File: config.mk
export PLATFORM = sky130hd
export DESIGN_NAME = eff_addr_unit
export DESIGN_NICKNAME = d
export VERILOG_FILES = /design/src/rtl/ea_pkg.sv /design/src/rtl/ea16_calc.sv /design/src/rtl/ea32_calc.sv /design/src/rtl/eff_addr_unit.sv
export SDC_FILE = /design/constraint.sdc
export NUM_CORES = 1
export LEC_CHECK = 0
export ABC_CLOCK_PERIOD_IN_PS = 900
export BUFFER_PORTS_ARGS = -buffer_cell sky130_fd_sc_hd__clkbuf_2
export CORE_MARGIN = 4
export CORE_UTILIZATION = 25
export CTS_CLUSTER_SIZE = 14
export DETAILED_ROUTE_END_ITERATION = 6
export GPL_ROUTABILITY_DRIVEN = 0
export PLACE_DENSITY = 0.5
export SLEW_MARGIN = 20
export SYNTH_ARGS = -nofsm -noshare
export SYNTH_HDL_FRONTEND = slang
export SYNTH_SLANG_ARGS = --single-unit
File: constraint.sdc
create_clock -name clk -period 0.9 [get_ports clk]
set_input_delay 0 -clock clk [delete_from_list [all_inputs] [get_ports clk]]
set_output_delay 0 -clock clk [all_outputs]
set_load 0.03 [all_outputs]
File: src/rtl/ea_pkg.sv
package ea_pkg;
  localparam int DATA_W = 32;
  localparam int NUM_GPR = 8;
  localparam int SEL_W = $clog2(NUM_GPR);
  localparam int HALF_W = DATA_W / 2;

  typedef enum logic [1:0] {
    SEG_DS = 2'd0,
    SEG_SS = 2'd1
  } seg_e;

  localparam logic [1:0] MOD_REG = 2'b11;
endpackage

File: src/rtl/ea16_calc.sv
module ea16_calc
  import ea_pkg::*;
#(
  parameter int HW = HALF_W
) (
  input  logic [1:0]    mod_f,
  input  logic [2:0]    rm_f,
  input  logic [HW-1:0] disp_lo,
  input  logic [HW-1:0] r_bx,
  input  logic [HW-1:0] r_bp,
  input  logic [HW-1:0] r_si,
  input  logic [HW-1:0] r_di,
  output logic [HW-1:0] addr,
  output seg_e          seg
);
  logic [HW-1:0] base_v, idx_v, disp_v;
  logic direct;

  always_comb begin
    direct = (mod_f == 2'b00) && (rm_f == 3'd6);
    base_v = '0;
    idx_v  = '0;
    unique case (rm_f)
      3'd0: begin base_v = r_bx; idx_v = r_si; end
      3'd1: begin base_v = r_bx; idx_v = r_di; end
      3'd2: begin base_v = r_bp; idx_v = r_si; end
      3'd3: begin base_v = r_bp; idx_v = r_di; end
      3'd4: idx_v = r_si;
      3'd5: idx_v = r_di;
      3'd6: base_v = direct ? '0 : r_bp;
      default: base_v = r_bx;
    endcase
    disp_v = (mod_f == 2'b01 || mod_f == 2'b10 || direct) ? disp_lo : '0;
    addr = base_v + idx_v + disp_v;
    if (rm_f == 3'd2 || rm_f == 3'd3 || (rm_f == 3'd6 && !direct))
      seg = SEG_SS;
    else
      seg = SEG_DS;
  end
endmodule

File: src/rtl/ea32_calc.sv
module ea32_calc
  import ea_pkg::*;
#(
  parameter int DW = DATA_W,
  parameter int NR = NUM_GPR
) (
  input  logic [1:0]    mod_f,
  input  logic [2:0]    rm_f,
  input  logic [1:0]    sib_scale,
  input  logic [2:0]    sib_index,
  input  logic [2:0]    sib_base,
  input  logic [DW-1:0] disp,
  input  logic [DW-1:0] regs [NR],
  output logic [DW-1:0] addr,
  output seg_e          seg
);
  logic [DW-1:0] base_v, scaled_v, disp_v;
  logic use_disp;

  always_comb begin
    base_v   = '0;
    scaled_v = '0;
    use_disp = (mod_f != 2'b00);
    seg      = SEG_DS;
    if (rm_f == 3'd4) begin
      if (sib_index != 3'd4)
        scaled_v = regs[sib_index] << sib_scale;
      if (sib_base == 3'd5 && mod_f == 2'b00) begin
        use_disp = 1'b1;
      end else begin
        base_v = regs[sib_base];
        if (sib_base == 3'd4 || sib_base == 3'd5)
          seg = SEG_SS;
      end
    end else if (rm_f == 3'd5 && mod_f == 2'b00) begin
      use_disp = 1'b1;
    end else begin
      base_v = regs[rm_f];
      if (rm_f == 3'd5)
        seg = SEG_SS;
    end
    disp_v = use_disp ? disp : '0;
    addr   = base_v + scaled_v + disp_v;
  end
endmodule

File: src/rtl/eff_addr_unit.sv
module eff_addr_unit
  import ea_pkg::*;
#(
  parameter int DW = DATA_W,
  parameter int NR = NUM_GPR,
  localparam int HW = DW / 2,
  localparam int SW = $clog2(NR)
) (
  input  logic            clk,
  input  logic            rst_n,
  input  logic            in_valid,
  input  logic            addr32,
  input  logic [1:0]      mod_f,
  input  logic [2:0]      rm_f,
  input  logic [1:0]      sib_scale,
  input  logic [2:0]      sib_index,
  input  logic [2:0]      sib_base,
  input  logic [DW-1:0]   disp,
  input  logic [NR*DW-1:0] gpr_flat,
  output logic            out_valid,
  output logic [DW-1:0]   ea,
  output logic [1:0]      seg_sel,
  output logic            is_reg,
  output logic [SW-1:0]   reg_num
);
  logic [DW-1:0] regs [NR];

  for (genvar g = 0; g < NR; g++) begin : g_unpack
    assign regs[g] = gpr_flat[g*DW +: DW];
  end

  logic [HW-1:0] addr16;
  seg_e          seg16;
  logic [DW-1:0] addr32_v;
  seg_e          seg32;

  ea16_calc #(.HW(HW)) u_ea16 (
    .mod_f   (mod_f),
    .rm_f    (rm_f),
    .disp_lo (disp[HW-1:0]),
    .r_bx    (regs[3][HW-1:0]),
    .r_bp    (regs[5][HW-1:0]),
    .r_si    (regs[6][HW-1:0]),
    .r_di    (regs[7][HW-1:0]),
    .addr    (addr16),
    .seg     (seg16)
  );

  ea32_calc #(.DW(DW), .NR(NR)) u_ea32 (
    .mod_f     (mod_f),
    .rm_f      (rm_f),
    .sib_scale (sib_scale),
    .sib_index (sib_index),
    .sib_base  (sib_base),
    .disp      (disp),
    .regs      (regs),
    .addr      (addr32_v),
    .seg       (seg32)
  );

  logic          vld_d;
  logic [DW-1:0] ea_d;
  logic [1:0]    seg_d;
  logic          isr_d;
  logic [SW-1:0] rn_d;

  always_comb begin
    vld_d = in_valid;
    ea_d  = ea;
    seg_d = seg_sel;
    isr_d = is_reg;
    rn_d  = reg_num;
    if (in_valid) begin
      if (mod_f == MOD_REG) begin
        ea_d  = '0;
        seg_d = SEG_DS;
        isr_d = 1'b1;
        rn_d  = SW'(rm_f);
      end else begin
        isr_d = 1'b0;
        rn_d  = '0;
        if (addr32) begin
          ea_d  = addr32_v;
          seg_d = seg32;
        end else begin
          ea_d  = {{(DW-HW){1'b0}}, addr16};
          seg_d = seg16;
        end
      end
    end
  end

  always_ff @(posedge clk or negedge rst_n) begin
    if (!rst_n) begin
      out_valid <= 1'b0;
      ea        <= '0;
      seg_sel   <= '0;
      is_reg    <= 1'b0;
      reg_num   <= '0;
    end else begin
      out_valid <= vld_d;
      ea        <= ea_d;
      seg_sel   <= seg_d;
      is_reg    <= isr_d;
      reg_num   <= rn_d;
    end
  end
endmodule

==> After elaboration in Yosys (flattened, before gate mapping) <==
Cells that the tools add are included.
{ "totals": {"register_bits": 39, "latch_bits": 0, "ramBits": 0, "mem_bits_ro": 0, "output_inout_bits": 39, "wordCells": 79, "n_memories": 0} }
{ "op_classes": {"addsub": 4, "n_mul": 0, "div": 0, "n_lt_le_gt_ge": 3, "n_eq_ne": 12, "n_shift": 1, "mux": 34, "n_bitwise": 3, "n_reduce_logical": 17} }
{ "op_table": {"columns": ["op", "count"], "rows": [
  ["$mux W32", 14],
  ["$bmux W32 S3", 3],
  ["$add A32 B32 Y32", 2],
  ["$pmux W16 S3", 1],
  ["$add A16 B16 Y16", 2],
  ["$mux W16", 2],
  ["$pmux W16 S2", 1],
  ["$shl A32 B2 Y32", 1],
  ["$eq A3 B3 Y1 const B", 5],
  ["$ge A4 B4 Y1 const B", 3],
  ["$not A3 Y4", 3],
  ["$mux W2", 5],
  ["$mux W1", 7],
  ["$eq A3 B2 Y1 const B", 2],
  ["$reduce_or A3 Y1", 2],
  ["$logic_or A1 B1 Y1", 5],
  ["$eq A2 B2 Y1 const B", 2],
  ["$logic_and A1 B1 Y1", 4],
  ["$reduce_or A2 Y1", 2],
  ["$eq A3 B1 Y1 const B", 1],
  ["$logic_not A3 Y1", 1],
  ["$mux W3", 1],
  ["$ne A3 B3 Y1 const B", 1],
  ["$eq A2 B1 Y1 const B", 1],
  ["other kinds (3)", 3]
]} }

==> Longest topological paths before layout <==
Gate-level depths: netlist (run 1).
{ "depth": {"depth_word": 11, "mapped_depth": 21} }

==> Hierarchy <==
Synthesis (run 1) repeated with hierarchy kept, for this count alone.
{ "unflattened": {"hier_cells": 1264, "area_unflattened_um2": 12107.9} }
{ "by_module_without_submodules": {"columns": ["module", "n_inst", "cells_each", "area_each_um2"], "rows": [
  ["ea32_calc", 1, 940, 8800.9],
  ["eff_addr_unit", 1, 113, 1694.1],
  ["ea16_calc", 1, 211, 1612.8]
]} }

==> Worst setup path before layout (run 1) <==
Ideal clock, no wire load.
{ "synth_path": {"kind": "input to register", "start": "in sib_index[2]", "end": "reg ea[31]", "arrival_time_ps": 4251, "setup_slack_ps": -3482, "path_stages": 18, "cell_sequence": "clkbuf_1 > clkbuf_1 > mux2i_1 > mux2_2 > or3b_2 > fa_1 > inv_1 > ha_1 > fa_1 > a211oi_1 > o211ai_1 > nand2_1 > o41ai_2 > a2111oi_2 > nor3_2 > a31oi_1 > xnor2_1 > o2bb2ai_1"} }
{ "synth_between": {"elab_chain_cells": 11, "word_cells_on_any_way": 12, "classes_between": "add/sub: 2; eq/ne: 1; shift: 1; mux: 7; bitwise: 1"} }
{ "synth_lines": {"columns": ["item", "line", "text"], "rows": [
  ["start, declared", "eff_addr_unit.sv:16", "input logic [2:0] sib_index,"],
  ["$not A3 Y4 (not written as such)", "ea32_calc.sv:27", "scaled_v = regs[sib_index] << sib_scale;"],
  ["$bmux W32 S3", "ea32_calc.sv:27", null],
  ["$mux W32 (not written as such) (2 in a row)", "ea32_calc.sv:27", null],
  ["$shl A32 B2 Y32", "ea32_calc.sv:27", null],
  ["$mux W32 (*)", "ea32_calc.sv:26", "if (sib_index != 3'd4)"],
  ["$mux W32 (*)", "ea32_calc.sv:25", "if (rm_f == 3'd4) begin"],
  ["$add A32 B32 Y32 (*) (2 in a row)", "ea32_calc.sv:43", "addr = base_v + scaled_v + disp_v;"],
  ["$mux W32 (*)", "eff_addr_unit.sv:82", "if (addr32) begin"],
  ["$mux W32 (*)", "eff_addr_unit.sv:74", "if (mod_f == MOD_REG) begin"],
  ["end signal, assigned", "eff_addr_unit.sv:96", "ea <= '0;"],
  ["end signal, assigned", "eff_addr_unit.sv:102", "ea <= ea_d;"],
  ["end, declared", "eff_addr_unit.sv:21", "output logic [DW-1:0] ea,"]
]} }
Mark *: on every way between the ends. The rest lies on a longest branch, timed or not. The select of a mux whose other input is x is not followed.
A chain may end at the register's enable or synchronous reset.

==> Worst setup path after layout (run 1) <==
{ "layout_path": {"start": "in sib_index[0]", "end": "reg ea[30]"} }
The elaborated chain is that of the path after synthesis.

==> flow_summary.ini, run 1 <==
[run_status]
status = finished, violations left
violations = negative setup slack

[synthesis]
ys.flop_type = dfrtp_1
synth-seq-cells = 38
syn-cell-area_mm2 = 0.0120
syn-instance-count = 1214
synth-async-reset-ratio_pct = 100
yosysWarnings = 0
synthTopCellsByArea = mux4_2 30%, mux2_2 8.6%, fa_1 8.0%
synth_edf_count = 0
yosysSeqAreaShare_pct = 7.96
syn_nets = 1613
yosys.area.top_type_share_pct = 30.2
synth_area_per_cell_um2 = 9.84
ys_types = 64
post-synth-top-area-cell = mux4_2

[run]
max_cap_viol_count = 0

[worst_setup_path]
cpPeakStageDelay_ns = 0.57
worstRegToRegCells = 1
cp_cell_sequence = buf_12 > buf_12 > buf_12 > mux4_2 > mux2i_4 > mux2_4 > o21ai_2 > nand2_2 > fa_1 > inv_2 > ha_4 > a211o_1 > a211o_1 > nand3_4 > o311ai_4 > o21ai_4 > o31ai_4 > o41ai_2 > xor2_1 > o2bb2ai_2
crit_fanout = 8
crit_family = compound AO/OA/AOI/OAI gates
crit_path_start_kind = input port
crit_required_ns = 1.08
worstReg2RegStart = ea[12]
path_buf_inv = 4
critPathKind = input port to register
critPathLaunch = sib_index[0]
cpMaxStageDelayCell = fa_1
worst_ep_arrival_time_ns = 3.97
crit_path_end_kind = register
path_depth = 20
timing.critical_path.mode_cell = buf_12

[layout]
final_cell_mix = 421 x buf_4, 307 x clkbuf_2, 160 x mux4_2
layout_commonest_cell = buf_4
largest_reg_flops = 32
drive_gt1_share_pct = 62.3
area_delta_synth_final_pct = 60.9
top_regs = ea: 32 flops, reg_num: 3 flops
nets = 2335
regMostFlops = ea

[placement]
detailed_place_hpwl_um = 46200
port_buffers = 342
preCtsSetupSlack_ns = -3.29

[clocking]
htreeDepth = 2
clock_latency_ns = 0.28
clockBufferDepth = 2
cts_tree = done
clk_pin_slew_ns = 0.07
cts.sinks = 38
cts-buffers-inserted = 5
root_buffer = clkbuf_16

[grt]
grt_pass1_wl_um = 85100
overflow = 0
antenna_found_initial = 7
grt_use_total_pct = 21.3
grt_max_degree = 39
grt_pass1_vias = 14800

[route]
via_per_inst = 5.21
wl_per_cell_um = 22.0
drtIter0Drc = 561
route.vias.total = 13300
finalWirelength_um = 56000
drt_pre_antenna_iters = 5
drtAntennaViolNets = 0
drcViolationCount = 0

[floorplan]
die_h_um = 227
initial_utilization_pct = 25.5
die_area_mm2 = 0.0514
die_w_um = 227
design.core.area_mm2 = 0.0470
rows = 79
pin_count = 344

[sta]
timing.fmax_mhz = 264
rsz0062_at_grt = yes
finalCritPeriodShare_pct = 421
skew_ns = 0
fin_tns_setup_ns = -80.77
slew_viol_final = 0
final-setup-viol-count = 33
fin_ws_ns = -2.89
period_needed_ns = 3.79
hold_viol = 0

[min_path]
hold_path_depth = 2
hp-start = in_valid
hold_class = input port to register

[pwr]
power_density_mw_per_mm2 = 1140
ir_drop_v = 0.000671
p_leak_nw = 9.17
## power by group
part | switching, mW | internal, mW | total, mW | leakage, nW
clock network | 0.750 | 1.03 | 1.78 | 0.0698
logic | 8.72 | 9.14 | 17.9 | 8.61
registers | 0.270 | 2.12 | 2.39 | 0.492
total | 9.74 | 12.3 | 22.0 | 9.17
## stage by stage
step | area [µm²] | cells | total power [mW] | hold WS [ns] | utilization, %
global placement | 17800 | 2484 | 18.3 | -0.00156 | 37.9
CTS | 18900 | 2527 | 21.8 | 0.0168 | 40.3
floorplan | 12500 | 1214 | 11.6 | -0.296 | -
detailed placement | 17800 | 2484 | 18.5 | -0.00354 | 37.9
global route | 19200 | 2545 | 23.7 | 0.0249 | 41.0
finish | 19200 | 2546 | 22.0 | 0.0262 | 41.0
## per-layer routing
metal / GRT usage (%) / vias up / part of all wire [%]
met1: 24.5 / 6649 / 38
met5: 0 / - / 0.089
met3: 3.47 / 81 / 5.8
li1: - / 6067 / -
met2: 41.4 / 460 / 54
met4: 4.16 / 8 / 2.1
## what timing repair did
item | 4_1_cts | 5_1_grt
endpoints found under the hold margin | 38 | 0
endpoints found under the setup margin | 46 | 56
hold buffers | 1 | 0
buffers inserted | 34 | 24
gates resized for setup | 151 | 67
pin swaps | 77 | 56
gates cloned | 3 | 0
## final cells by class
class                      count  area, µm²
multi-input combinational    951      10900
fill                        4622      27700
clock buffer                   5        125
sequential                    38        952
timing repair buffer         810       5920
inverter                     130        505
antenna                        2       5.00
tap                          607        759
clock inverter                 3       21.3
## worst paths after layout
| check | endpoint | slack, ns |
|---|---|---|
| worst max-delay path | ea[30] | -2.89 |
| worst min-delay path | out_valid | 0.03 |
| worst max register to register | ea[12] | 0.04 |
| worst min register to register | ea[16] | 0.48 |
| max in group asynchronous | ea[24] | 0.45 |
| min in group asynchronous | ea[2] | 0.23 |
## cell usage after synthesis (7+ instances only)
| library cell | number |
|---|---|
| a21o_1 | 17 |
| a21oi_1 | 65 |
| a22oi_1 | 47 |
| a31oi_1 | 8 |
| buf_1 | 14 |
| buf_2 | 18 |
| clkbuf_1 | 57 |
| dfrtp_1 | 38 |
| fa_1 | 48 |
| ha_1 | 46 |
| inv_1 | 129 |
| mux2_2 | 91 |
| mux2i_1 | 62 |
| mux4_2 | 160 |
| nand2_1 | 128 |
| nand2b_1 | 7 |
| nand3_1 | 12 |
| nor2_1 | 36 |
| nor2b_1 | 8 |
| nor3_1 | 9 |
| o21ai_0 | 18 |
| o21ai_1 | 11 |
| o21bai_1 | 7 |
| o22ai_1 | 31 |
| o2bb2ai_1 | 29 |
| xnor2_1 | 22 |
| xor2_1 | 19 |
## cells by family (layout without fill, tap and decap cells)
family | Yosys count | count (layout) | synth area share (%)
buffers and inverters | 225 | 948 | 7.47
adder cells (fa/ha/maj) | 94 | 94 | 12.9
AO/OA/AOI/OAI | 278 | 278 | 16.4
flip-flops | 38 | 38 | 7.96
other | 1 | 3 | 0.0314
XOR/XNOR | 41 | 41 | 3.00
multiplexers | 314 | 314 | 44.0
AND/OR/NAND/NOR | 223 | 223 | 8.22
(Power assumes the default switching activity.)
==> run 2, diff against run 1 <==
--- a/config.mk
+++ b/config.mk
@@ -8,11 +8,11 @@
 export ABC_CLOCK_PERIOD_IN_PS = 900
 export BUFFER_PORTS_ARGS = -buffer_cell sky130_fd_sc_hd__clkbuf_2
 export CORE_MARGIN = 4
-export CORE_UTILIZATION = 25
+export CORE_UTILIZATION = 40
 export CTS_CLUSTER_SIZE = 14
 export DETAILED_ROUTE_END_ITERATION = 6
 export GPL_ROUTABILITY_DRIVEN = 0
-export PLACE_DENSITY = 0.5
+export PLACE_DENSITY = 0.7
 export SLEW_MARGIN = 20
 export SYNTH_ARGS = -nofsm -noshare
 export SYNTH_HDL_FRONTEND = slang
==> flow_summary.ini, run 2 (synthesis results as in run 1) <==
[layout]
fill_cells = 2266
final_cell_mix = 381 x buf_4, 314 x clkbuf_2, 160 x mux4_2
design_area_mm2 = 0.0190
regMostFlops = ea
area_delta_synth_final_pct = 58.6
layout_commonest_cell = buf_4
regArea_um2 = 951
drive_gt1_share_pct = 62.7
top_regs = ea: 32 flops, reg_num: 3 flops
nets = 2306
multi_input_area_mm2 = 0.0111
largest_reg_flops = 32
fin_util_pct = 64.1

[clocking]
clk_pin_slew_ns = 0.07
cts_tree = done
clockBufferDepth = 2
htreeDepth = 2
cts-buffers-inserted = 5
cts.sinks = 38
clock_latency_ns = 0.28
root_buffer = clkbuf_16

[sta]
finalCritPeriodShare_pct = 436
slew_viol_final = 0
period_needed_ns = 3.92
fin_ws_ns = -3.02
timing.fmax_mhz = 255
rsz0062_at_grt = yes
hold_viol = 0
maxSlewHeadroom_pct = 66.0
hold_ws_ns = 0.140
final-setup-viol-count = 33
worst_pin_slew_ns = 0.507
skew_ns = 0

[grt]
grt_max_degree = 39
grt_pass1_vias = 14700
antenna_found_initial = 11
grt_use_total_pct = 30.5
overflow = 0
grt_pass1_wl_um = 79400

[worst_setup_path]
worstRegToRegCells = 2
r2r_slack_ns = 0.03
crit_path_start_kind = input port
crit_fanout = 8
cpPeakStageDelay_ns = 0.54
crit_path_end = ea[30]
critPathKind = input port to register
crit_path_end_kind = register
critPathLaunch = sib_index[0]
cp_cell_sequence = buf_16 > buf_8 > mux4_2 > mux2i_2 > mux2_4 > or3b_4 > fa_2 > inv_2 > ha_4 > a211o_1 > a211o_1 > nand3_4 > o311ai_4 > o21ai_4 > o31ai_4 > o41ai_4 > xor2_1 > o2bb2ai_2
timing.critical_path.mode_cell = a211o_1
worst_ep_arrival_time_ns = 4.10
crit_required_ns = 1.08
worstReg2RegStart = ea[14]
r2r_end = ea[14]
cpMaxStageDelayCell = fa_2

[route]
finalWirelength_um = 53600
drt_pre_antenna_iters = 5
wl_per_cell_um = 23.2
drtAntennaViolNets = 0
drcViolationCount = 0
drtIter0Drc = 1043
via_per_inst = 5.99
route.vias.total = 13800

[run_status]
violations = negative setup slack
status = finished, violations left

[floorplan]
die_w_um = 181
initial_utilization_pct = 40.4
pin_count = 344
rows = 63
design.core.area_mm2 = 0.0296
die_h_um = 181
die_area_mm2 = 0.0327

[placement]
port_buffers = 342
placed_cell_area_mm2 = 0.0173
detailed_place_hpwl_um = 42700

[pwr]
p_leak_nw = 9.07
power_density_mw_per_mm2 = 1230
ir_drop_v = 0.000883
p_total_mw = 23.2

[min_path]
hold_class = input port to register

[run]
max_cap_viol_count = 0
[run 2: cell count changes in the layout (fill, tap and decap cells not counted), moves of 5 or more]
cell / delta
o2bb2ai_1: -5
a21oi_1: -6
mux2_2: -5
mux2_4: +5
clkbuf_4: -5
buf_6: +13
o2bb2ai_2: +6
buf_4: -40
inv_1: -8
diode_2: +8
inv_2: +8
clkbuf_2: +7
[run 2: where the power goes]
part,internal [mW],switching (mW),total (mW)
Combinational,9.33,9.16,18.5
Sequential,2.11,0.283,2.40
Clock,1.59,0.758,2.35
Total,13.0,10.2,23.2
[run 2: final cells by class]
| type | instances | area share (%) |
|---|---|---|
| multi-input combinational | 951 | 58.8 |
| timing repair buffer | 781 | 29.8 |
| sequential | 38 | 5.02 |
| inverter | 130 | 2.67 |
| tap | 390 | 2.57 |
| clock buffer | 5 | 0.660 |
| clock inverter | 3 | 0.363 |
| antenna | 10 | 0.132 |
[run 2: how the worst min path moves through the flow]
| stage | from | cells past startpoint | to | slack, ns |
|---|---|---|---|---|
| detailed placement | rst_n | 2 | ea[2] | -0.02 |
| global route | in_valid | 3 | is_reg | 0.15 |
| finish | in_valid | 3 | is_reg | 0.14 |
| floorplan | rst_n | 0 | ea[0] | -0.30 |
| global placement | rst_n | 2 | ea[5] | -0.02 |
| CTS | in_valid | 3 | is_reg | 0.13 |
[run 2: worst max-delay path: cells and delay by family]
family | cells | cell delay, ns
buf+inv | 3 | 0.32
simple gates | 2 | 0.50
xor+xnor | 1 | 0.22
compound gates | 7 | 1.62
fa+ha+maj | 2 | 0.70
mux | 3 | 0.72
[run 2: per-stage QoR]
step / TNS [ns] / setup WS (ns) / cells
after CTS: -79.76 / -2.85 / 2276
after floorplan: -78.74 / -2.91 / 1214
after global placement: -90.79 / -3.15 / 2239
after global routing: -85.82 / -3.10 / 2307
final: -82.54 / -3.02 / 2308
after detailed placement: -92.87 / -3.23 / 2239
[run 2: layer usage]
| metal | vias up | GRT usage [%] | wire length, µm |
|---|---|---|---|
| li1 | 6023 | - | - |
| met5 | - | 0 | 7 |
| met1 | 6701 | 33.9 | 18300 |
| met3 | 207 | 6.02 | 4730 |
| met2 | 889 | 55.8 | 27500 |
| met4 | 2 | 14.8 | 3080 |
[run 2: repair_timing]
item                       CTS  global route
buffers inserted            33            32
hold buffers                 2             0
gates cloned                 3             0
pin swaps                   67            68
setup endpoints to repair   34            52
hold endpoints to repair    39             0
resized for setup          119           123
